**config.mk**
```make
export PLATFORM = sky130hd
export DESIGN_NAME = mdio_master
export DESIGN_NICKNAME = d
export VERILOG_FILES = /design/src/rtl/mdio_pkg.sv /design/src/rtl/mdio_clkgen.sv /design/src/rtl/mdio_frame_seq.sv /design/src/rtl/mdio_master.sv
export SDC_FILE = /design/constraint.sdc
export NUM_CORES = 1
export LEC_CHECK = 0
export BUFFER_PORTS_ARGS = -buffer_cell sky130_fd_sc_hd__buf_2
export CAP_MARGIN = 40
export CORE_AREA = 2 2 120 122
export DETAILED_ROUTE_END_ITERATION = 6
export DIE_AREA = 0 0 122 124
export PLACE_DENSITY_LB_ADDON = 0.12
export SLEW_MARGIN = 40
export SYNTH_ARGS = -nofsm -noshare
export SYNTH_HDL_FRONTEND = slang
export SYNTH_SLANG_ARGS = --single-unit
```
**constraint.sdc**
```tcl
create_clock -name clk -period 5.9 [get_ports clk]
set_input_delay 0.59 -clock clk [delete_from_list [all_inputs] [get_ports clk]]
set_output_delay 0.59 -clock clk [all_outputs]
set_load 0.02 [all_outputs]
```
**src/rtl/mdio_pkg.sv**
```systemverilog
package mdio_pkg;
  localparam int DATA_W    = 16;
  localparam int ADDR_W    = 5;
  localparam int PRE_BITS  = 32;
  localparam int FRAME_W   = PRE_BITS + 4 + 2 * ADDR_W + 2 + DATA_W;
  localparam int TA_START  = FRAME_W - DATA_W - 2;
  localparam int DATA_START = FRAME_W - DATA_W;
  localparam int IDX_W     = $clog2(FRAME_W) + 1;
  localparam int CNT_W     = 6;
  localparam int RANGE_W   = 3;

  typedef struct packed {
    logic [ADDR_W-1:0]  phy;
    logic [ADDR_W-1:0]  regad;
    logic               rsv;
    logic [RANGE_W-1:0] range;
    logic               wr;
    logic               busy;
  } ctrl_t;

  function automatic logic [CNT_W-1:0] half_cycles(input logic [RANGE_W-1:0] code);
    case (code)
      3'd0:    half_cycles = CNT_W'(8);
      3'd1:    half_cycles = CNT_W'(13);
      3'd2:    half_cycles = CNT_W'(21);
      3'd3:    half_cycles = CNT_W'(31);
      3'd4:    half_cycles = CNT_W'(51);
      default: half_cycles = CNT_W'(62);
    endcase
  endfunction
endpackage

```
**src/rtl/mdio_clkgen.sv**
```systemverilog
module mdio_clkgen
  import mdio_pkg::*;
(
  input  logic             clk,
  input  logic             rst_n,
  input  logic             run,
  input  logic [CNT_W-1:0] half,
  output logic             mdc,
  output logic             rise,
  output logic             fall
);
  logic [CNT_W-1:0] cnt_q, cnt_d;
  logic             mdc_d;
  logic             at_end;

  always_comb begin
    at_end = run && (cnt_q == half - CNT_W'(1));
    rise   = at_end && !mdc;
    fall   = at_end && mdc;
    if (!run) begin
      cnt_d = '0;
      mdc_d = 1'b0;
    end else if (at_end) begin
      cnt_d = '0;
      mdc_d = !mdc;
    end else begin
      cnt_d = cnt_q + CNT_W'(1);
      mdc_d = mdc;
    end
  end

  always_ff @(posedge clk or negedge rst_n) begin
    if (!rst_n) begin
      cnt_q <= '0;
      mdc   <= 1'b0;
    end else begin
      cnt_q <= cnt_d;
      mdc   <= mdc_d;
    end
  end
endmodule

```
**src/rtl/mdio_frame_seq.sv**
```systemverilog
module mdio_frame_seq
  import mdio_pkg::*;
(
  input  logic              clk,
  input  logic              rst_n,
  input  logic              start,
  input  logic              is_wr,
  input  logic [ADDR_W-1:0] phy,
  input  logic [ADDR_W-1:0] regad,
  input  logic [DATA_W-1:0] wdata,
  input  logic              rise,
  input  logic              fall,
  input  logic              mdio_i,
  output logic              mdio_o,
  output logic              mdio_oe,
  output logic              done,
  output logic [DATA_W-1:0] rdata
);
  localparam logic [IDX_W-1:0] LAST = IDX_W'(FRAME_W - 1);

  logic               act_q, act_d;
  logic [IDX_W-1:0]   idx_q, idx_d;
  logic [FRAME_W-1:0] sh_q, sh_d;
  logic               mo_d, oe_d;
  logic               wr_q, wr_d;
  logic [DATA_W-1:0]  cap_q, cap_d;
  logic [FRAME_W-1:0] frame;
  logic [IDX_W-1:0]   idx_inc;

  always_comb begin
    frame = {{PRE_BITS{1'b1}}, 2'b01, (is_wr ? 2'b01 : 2'b10), phy, regad,
             (is_wr ? 2'b10 : 2'b11), (is_wr ? wdata : {DATA_W{1'b1}})};
    idx_inc = idx_q + IDX_W'(1);
    done  = act_q && fall && (idx_q == LAST);
    act_d = act_q;
    idx_d = idx_q;
    sh_d  = sh_q;
    mo_d  = mdio_o;
    oe_d  = mdio_oe;
    wr_d  = wr_q;
    cap_d = cap_q;
    if (start) begin
      act_d = 1'b1;
      idx_d = '0;
      sh_d  = frame;
      mo_d  = frame[FRAME_W-1];
      oe_d  = 1'b1;
      wr_d  = is_wr;
      cap_d = '0;
    end else if (act_q) begin
      if (rise && !wr_q && (idx_q >= IDX_W'(DATA_START)))
        cap_d = {cap_q[DATA_W-2:0], mdio_i};
      if (fall) begin
        if (idx_q == LAST) begin
          act_d = 1'b0;
          oe_d  = 1'b0;
        end else begin
          idx_d = idx_inc;
          sh_d  = sh_q << 1;
          mo_d  = sh_q[FRAME_W-2];
          oe_d  = wr_q || (idx_inc < IDX_W'(TA_START));
        end
      end
    end
  end

  always_ff @(posedge clk or negedge rst_n) begin
    if (!rst_n) begin
      act_q   <= 1'b0;
      idx_q   <= '0;
      sh_q    <= '0;
      mdio_o  <= 1'b0;
      mdio_oe <= 1'b0;
      wr_q    <= 1'b0;
      cap_q   <= '0;
    end else begin
      act_q   <= act_d;
      idx_q   <= idx_d;
      sh_q    <= sh_d;
      mdio_o  <= mo_d;
      mdio_oe <= oe_d;
      wr_q    <= wr_d;
      cap_q   <= cap_d;
    end
  end

  assign rdata = cap_q;
endmodule

```
**src/rtl/mdio_master.sv**
```systemverilog
module mdio_master
  import mdio_pkg::*;
(
  input  logic              clk,
  input  logic              rst_n,
  input  logic              data_we,
  input  logic [DATA_W-1:0] data_wdata,
  input  logic              ctrl_we,
  input  logic [15:0]       ctrl_wdata,
  output logic [DATA_W-1:0] data_q,
  output logic [15:0]       ctrl_q,
  output logic              mdc,
  output logic              mdio_o,
  output logic              mdio_oe,
  input  logic              mdio_i
);
  ctrl_t             ctrl_r, ctrl_d, ctrl_w;
  logic [DATA_W-1:0] data_d;
  logic              start, done, rise, fall;
  logic [DATA_W-1:0] rdata;

  always_comb begin
    ctrl_w = ctrl_t'(ctrl_wdata);
    start  = ctrl_we && !ctrl_r.busy && ctrl_w.busy;
    ctrl_d = ctrl_r;
    if (done) begin
      ctrl_d.busy = 1'b0;
    end else if (ctrl_we && !ctrl_r.busy) begin
      ctrl_d     = ctrl_w;
      ctrl_d.rsv = 1'b0;
    end
    data_d = data_q;
    if (done && !ctrl_r.wr)
      data_d = rdata;
    else if (data_we)
      data_d = data_wdata;
  end

  always_ff @(posedge clk or negedge rst_n) begin
    if (!rst_n) begin
      ctrl_r <= '0;
      data_q <= '0;
    end else begin
      ctrl_r <= ctrl_d;
      data_q <= data_d;
    end
  end

  assign ctrl_q = ctrl_r;

  mdio_clkgen clk_i (
    .clk  (clk),
    .rst_n(rst_n),
    .run  (ctrl_r.busy),
    .half (half_cycles(ctrl_r.range)),
    .mdc  (mdc),
    .rise (rise),
    .fall (fall)
  );

  mdio_frame_seq seq_i (
    .clk    (clk),
    .rst_n  (rst_n),
    .start  (start),
    .is_wr  (ctrl_w.wr),
    .phy    (ctrl_w.phy),
    .regad  (ctrl_w.regad),
    .wdata  (data_q),
    .rise   (rise),
    .fall   (fall),
    .mdio_i (mdio_i),
    .mdio_o (mdio_o),
    .mdio_oe(mdio_oe),
    .done   (done),
    .rdata  (rdata)
  );
endmodule

```
# After elaboration in Yosys (flattened, before gate mapping)
# Cells that the tools add are included.
# totals
out_inout_bits	35
wordCells	89
ff_bits	128
# op_classes
eq_ne	8
order_cmp	2
n_reduce_logical	25
n_mux	35
n_addsub	3
bitwise	1
# op_table
operator	n
$mux 63	4
$mux 16	6
$pmux 6 s5	1
$mux 7	4
$mux 1	17
$mux 6	2
$logic_and 1x1->1	10
$reduce_bool 2->1	5
$add 7x1->7 const B	1
$eq 7x6->1 const B	1
$ge 7x6->1 const B	1
$lt 7x6->1 const B	1
$add 6x1->6 const B	1
$eq 3x2->1 const B	2
$eq 6x6->1	1
$reduce_and 2->1	3
$sub 6x1->6 const B	1
$logic_not 1->1	4
$ne 2x1->1 const B	2
$eq 3x1->1 const B	1
$eq 3x3->1 const B	1
$logic_not 3->1	1
$reduce_and 3->1	1
$mux 2	1
2 further kinds	2

# Logic depth before layout (Yosys ltp)
# logic_depth
depth_word	11
ltp_mapped	11
ltp_nobuf	6

# Modules after synthesis
# From an unflattened synthesis, not the netlist that was laid out.
# hier_totals
hier_cells	567
hier_area_um2	6123.4
# by_module_without_submodules
module	seq_area_each_um2	cells_per_inst	n_inst	area_each_um2
mdio_frame_seq	2252.2	416	1	4095.2
mdio_master	775.7	96	1	1529.0
mdio_clkgen	175.2	55	1	499.2

# Worst setup path after synthesis
# No wires, ideal clock.
# synth_path
path_kind	flip-flop to flip-flop
from	register seq_i.idx_q[1]
to	register data_q[10]
path_stages_with_launch	10
period_less_slack_ns	2.283
slack_ns	3.617
arrival_time_ns	2.159
setup_time_ns	0.125
cell_sequence	dfrtp_1 > ha_1 > buf_2 > nand2_1 > or3_1 > buf_2 > nor4b_2 > nand3_2 > buf_2 > mux2_2
# synth_via
elab_chain_cells	4
elab_cells_between_ends	5
cone_classes	1 x eq/ne; 1 x mux; 3 x reduce/logical
# synth_rtl
element	line_no	source
from (decl)	mdio_frame_seq.sv:22	logic [IDX_W-1:0] idx_q, idx_d;
from (signal assigned)	mdio_frame_seq.sv:78	idx_q <= idx_d;
$eq 7x6->1 (*)	mdio_frame_seq.sv:34	done = act_q && fall && (idx_q == LAST);
$logic_and 1x1->1 (*)	mdio_frame_seq.sv:34	
$logic_and 1x1->1 (*)	mdio_master.sv:33	if (done && !ctrl_r.wr)
$mux 16 or $reduce_bool 2->1 (tied branches)	n/a	
to (signal assigned)	mdio_master.sv:45	data_q <= data_d;
to (decl)	mdio_master.sv:10	output logic [DATA_W-1:0] data_q,
# Mark *: on every way between the ends. The rest lies on a longest branch, timed or not.
# A chain may end at the register's enable or synchronous reset.

# Final worst setup path
# layout_path
from	register ctrl_r (netlist bit ctrl_q[3])
to	register seq_i.sh_q[0]
# layout_via
elab_chain_cells	8
elab_cells_between_ends	12
cone_classes	1 x add/sub; 5 x eq/ne; 1 x mux; 5 x reduce/logical
# layout_rtl
element	line_no	source
from (decl)	mdio_master.sv:17	ctrl_t ctrl_r, ctrl_d, ctrl_w;
from (signal assigned)	mdio_master.sv:44	ctrl_r <= ctrl_d;
$eq 3x3->1 (tied with other cells)	mdio_pkg.sv:22	case (code)
$pmux 6 s5 (*)	mdio_pkg.sv:22	
$sub 6x1->6 (*)	mdio_clkgen.sv:17	at_end = run && (cnt_q == half - CNT_W'(1));
$eq 6x6->1 (*)	mdio_clkgen.sv:17	
$logic_and 1x1->1 (*)	mdio_clkgen.sv:17	
$logic_and 1x1->1 (*)	mdio_clkgen.sv:19	fall = at_end && mdc;
$reduce_bool 2->1 (no source line) (*)	n/a	
$reduce_and 3->1 (no source line) (*)	n/a	
to (signal assigned)	mdio_frame_seq.sv:71	sh_q <= '0;
to (signal assigned)	mdio_frame_seq.sv:79	sh_q <= sh_d;
to (decl)	mdio_frame_seq.sv:23	logic [FRAME_W-1:0] sh_q, sh_d;
# Marked as above.

==> flow_metrics.tcl <==
set metrics [dict create \
    status "finished, final reports clean" \
    max_stage_delay_ns 0.59 \
    die_area_sq_um 15130 \
    cts_resized 0 \
    routabilityCongestion 0.8370 \
    max_freq_mhz 322.7 \
    ys_async_sr_fraction 1.000 \
    placed_area_sq_um 6539 \
    die_w_um 122 \
    yosys.area_share.simple 0.1881 \
    num_antenna_cells 0 \
    ys_types 59 \
    synthMuxAreaShare 0.1110 \
    row_count 43 \
    cap_violations 0 \
    reg2reg_depth 6 \
    crit-reg2reg-launch "ctrl_q[3]" \
    crit_end "seq_i.sh_q[0]" \
    postCtsSetupRepairBufs 0 \
    powerDensity_nw_per_um2 418.6 \
    cp_max_fo 64 \
    initial_core_util 0.4447 \
    clk_transition_reported_paths_ns 0.05 \
    cts_hold_buf 0 \
    worst_pin_slew_ns 0.7483 \
    finalMaxSlewViolations 0 \
    clk_latency_ns 0.41 \
    timing.setup.tns_ns 0 \
    hold_viol_final 0 \
    critPathTopFamily "simple AND/OR/NAND/NOR gates" \
    yosys.area.top_type "dfrtp_1" \
    cts_buffers 17 \
    grt_pass1_wl_um 23130 \
    cp-end-kind "register" \
    crit_slowest_cell "nand2_1" \
    route.vias.total 4672 \
    grt_pass1_vias 4651 \
    fin_worst_skew_ns 0.005392 \
    synth_xor_area_frac 0.01005 \
    slew_headroom 0.5011 \
    min-delay-path-class "in2async" \
    dr.first_iter.drc_count 363 \
    cp_num_cells 6 \
    cp_cell_sequence "xor2_1 -> nor4_2 -> o2111a_2 -> buf_4 -> nand2_1 -> a31o_2" \
    synth_compound_area_frac 0.1177 \
    synthesis.area_sq_um 6101 \
    synth_ff_type "dfrtp_1" \
    grt_setup_unrepaired "no" \
    r2r-end "seq_i.sh_q[0]" \
    synth_top_family_by_area "simple AND/OR/NAND/NOR gates" \
    nets 667 \
    dr.pass1.iters 4 \
    cts.path.max_buffers 2 \
    synth_top_area_share 0.5250 \
    setup_viol 0 \
    track_usage 0.1961 \
    h-tree-depth 4 \
    start_kind "register" \
    ant_nets 0 \
    clkSinkCount 128 \
    arrival_ns 3.40 \
    cts_root_buf "clkbuf_16" \
    io_pins 72 \
    grt.overflow.total 0 \
    multi_input_area_sq_um 2680 \
    synth_edf_count 0 \
    synthAdderAreaFrac 0.006153 \
    core_sq_um 13720 \
    fin_crit_sh 0.5252 \
    ys_ff_latch 128 \
    wire_per_inst_um 16.80 \
    reg2reg_slack_ns 2.80 \
    drc 0 \
    hpwl_um 8186 \
    synth_area_per_cell_sq_um 10.46 \
    synthCells 583 \
    syn_to_final_growth_pct 16.57 \
    worstSetupStartpoint "ctrl_q[3]" \
    port_buffers 69 \
    required_ns 6.20 \
    drt-total-wl_um 13770 \
    antenna_found_initial 0 \
    p_leak_nw 2.863 \
    seq_area_sq_um 3203 \
    fillerInstances 1279 \
    die_h_um 124 \
    crit_type "reg2reg" \
    synthTopCellsByArea "dfrtp_1, mux2_2, nand3_1" \
    p_total_mw 2.977 \
    viasPerCell 5.698 \
    seq_area_frac_synth 0.5250 \
    grt_max_degree 68 \
    cts_tree "done" \
    synth_warnings 0 \
    period_needed_ns 3.099 \
    synth_fp_nets 623 \
    drive_gt1_frac 0.2594 \
    path_buf_inv 1 \
    max-vdd-ir-drop_mv 0.1885 \
    postLayoutCellArea_sq_um 7112 \
]
[routing by layer]
metal / global-route usage / up-vias / routed length (um)
met5: 0 / - / 0
met4: 0.08908 / 0 / 207
met3: 0.04075 / 17 / 609
met2: 0.3087 / 107 / 6470
met1: 0.2619 / 2343 / 6485
li1: - / 2205 / -
[where the power goes]
part / switching [mW] / internal (mW)
Sequential: 0.145 / 1.08
Combinational: 0.453 / 0.294
Clock: 0.357 / 0.644
[area by class of cell]
class	count	share of cell area
Clock buffer	27	0.07354
Multi-Input combinational cell	398	0.3768
Timing Repair Buffer	78	0.05841
Clock inverter	5	0.007037
Tap cell	180	0.03167
Sequential cell	128	0.4504
Inverter	4	0.002111
[cell usage after synthesis, types with 2 or more instances]
master    instances
a211o_1           8
a211oi_1         16
a21oi_1          16
a31o_2            2
and3_1           16
buf_1             4
buf_2            10
buf_4             3
buf_6             2
clkbuf_1         34
dfrtp_1         128
ha_1              3
inv_1             4
mux2_2           45
mux2i_1          17
nand2_1          42
nand2b_1          2
nand3_1          79
nand4_1           2
nor2_1           27
nor3_1            9
nor3b_1          16
nor4_1            2
nor4b_2           2
o211ai_1          4
o21ai_0          41
o311a_1           2
o31ai_1           4
o32a_1            2
or2_2             3
or3_1             3
or4_1             3
xnor2_1           3
xor2_1            4
[registers in the layout, indices dropped and copies added (netlist names), 6 cells and up]
| register | flops |
|---|---|
| seq_i.idx_q | 7 |
| data_q | 16 |
| seq_i.rdata | 16 |
| ctrl_q | 15 |
| clk_i.cnt_q | 6 |
| seq_i.sh_q | 63 |
[cell usage in the layout (no fill, tap or decap), types with 4 or more instances in the layout]
master,Yosys,layout
clkbuf_1,34,4
inv_1,4,4
buf_4,3,10
clkinv_2,0,4
clkbuf_16,0,17
o31ai_1,4,4
a211o_1,8,8
a21oi_1,16,16
o21ai_0,41,41
buf_2,10,68
mux2i_1,17,17
dfrtp_1,128,128
a211oi_1,16,16
clkbuf_8,0,6
nand2_1,42,42
nor3_1,9,9
nor2_1,27,26
nor3b_1,16,16
mux2_2,45,45
and3_1,16,16
o211ai_1,4,4
nand3_1,79,79
xor2_1,4,4
[cells by family (layout without fill, tap and decap cells)]
logic type,Yosys count,in the layout
muxes,62,62
buffers and inverters,57,114
AOI/OAI and AO/OA,110,110
and+or+nand+nor,215,215
other,1,1
DFF,128,128
xor gates and xnor gates,7,7
adders and majority gates,3,3
[how the worst min path moves through the flow]
stage / endpoint / cells past startpoint
floorplan: clk_i.cnt_q[0] / 0
global placement: ctrl_q[14] / 1
detailed placement: ctrl_q[7] / 1
CTS: ctrl_q[12] / 1
global route: ctrl_q[11] / 1
finish: ctrl_q[11] / 1
[through the flow]
stage | utilization | setup slack [ns] | std cells | hold WS (ns)
3_3_place_gp | 0.4764 | 2.819 | 788 | 0.4831
2_1_floorplan | - | 3.617 | 583 | 0.2944
4_1_cts | 0.5184 | 2.764 | 820 | 0.1513
5_1_grt | 0.5184 | 2.590 | 820 | 0.1730
6_report | 0.5184 | 2.801 | 820 | 0.1406
3_5_place_dp | 0.4766 | 2.784 | 788 | 0.4891
No activity file was read; power rests on OpenSTA's default activity.
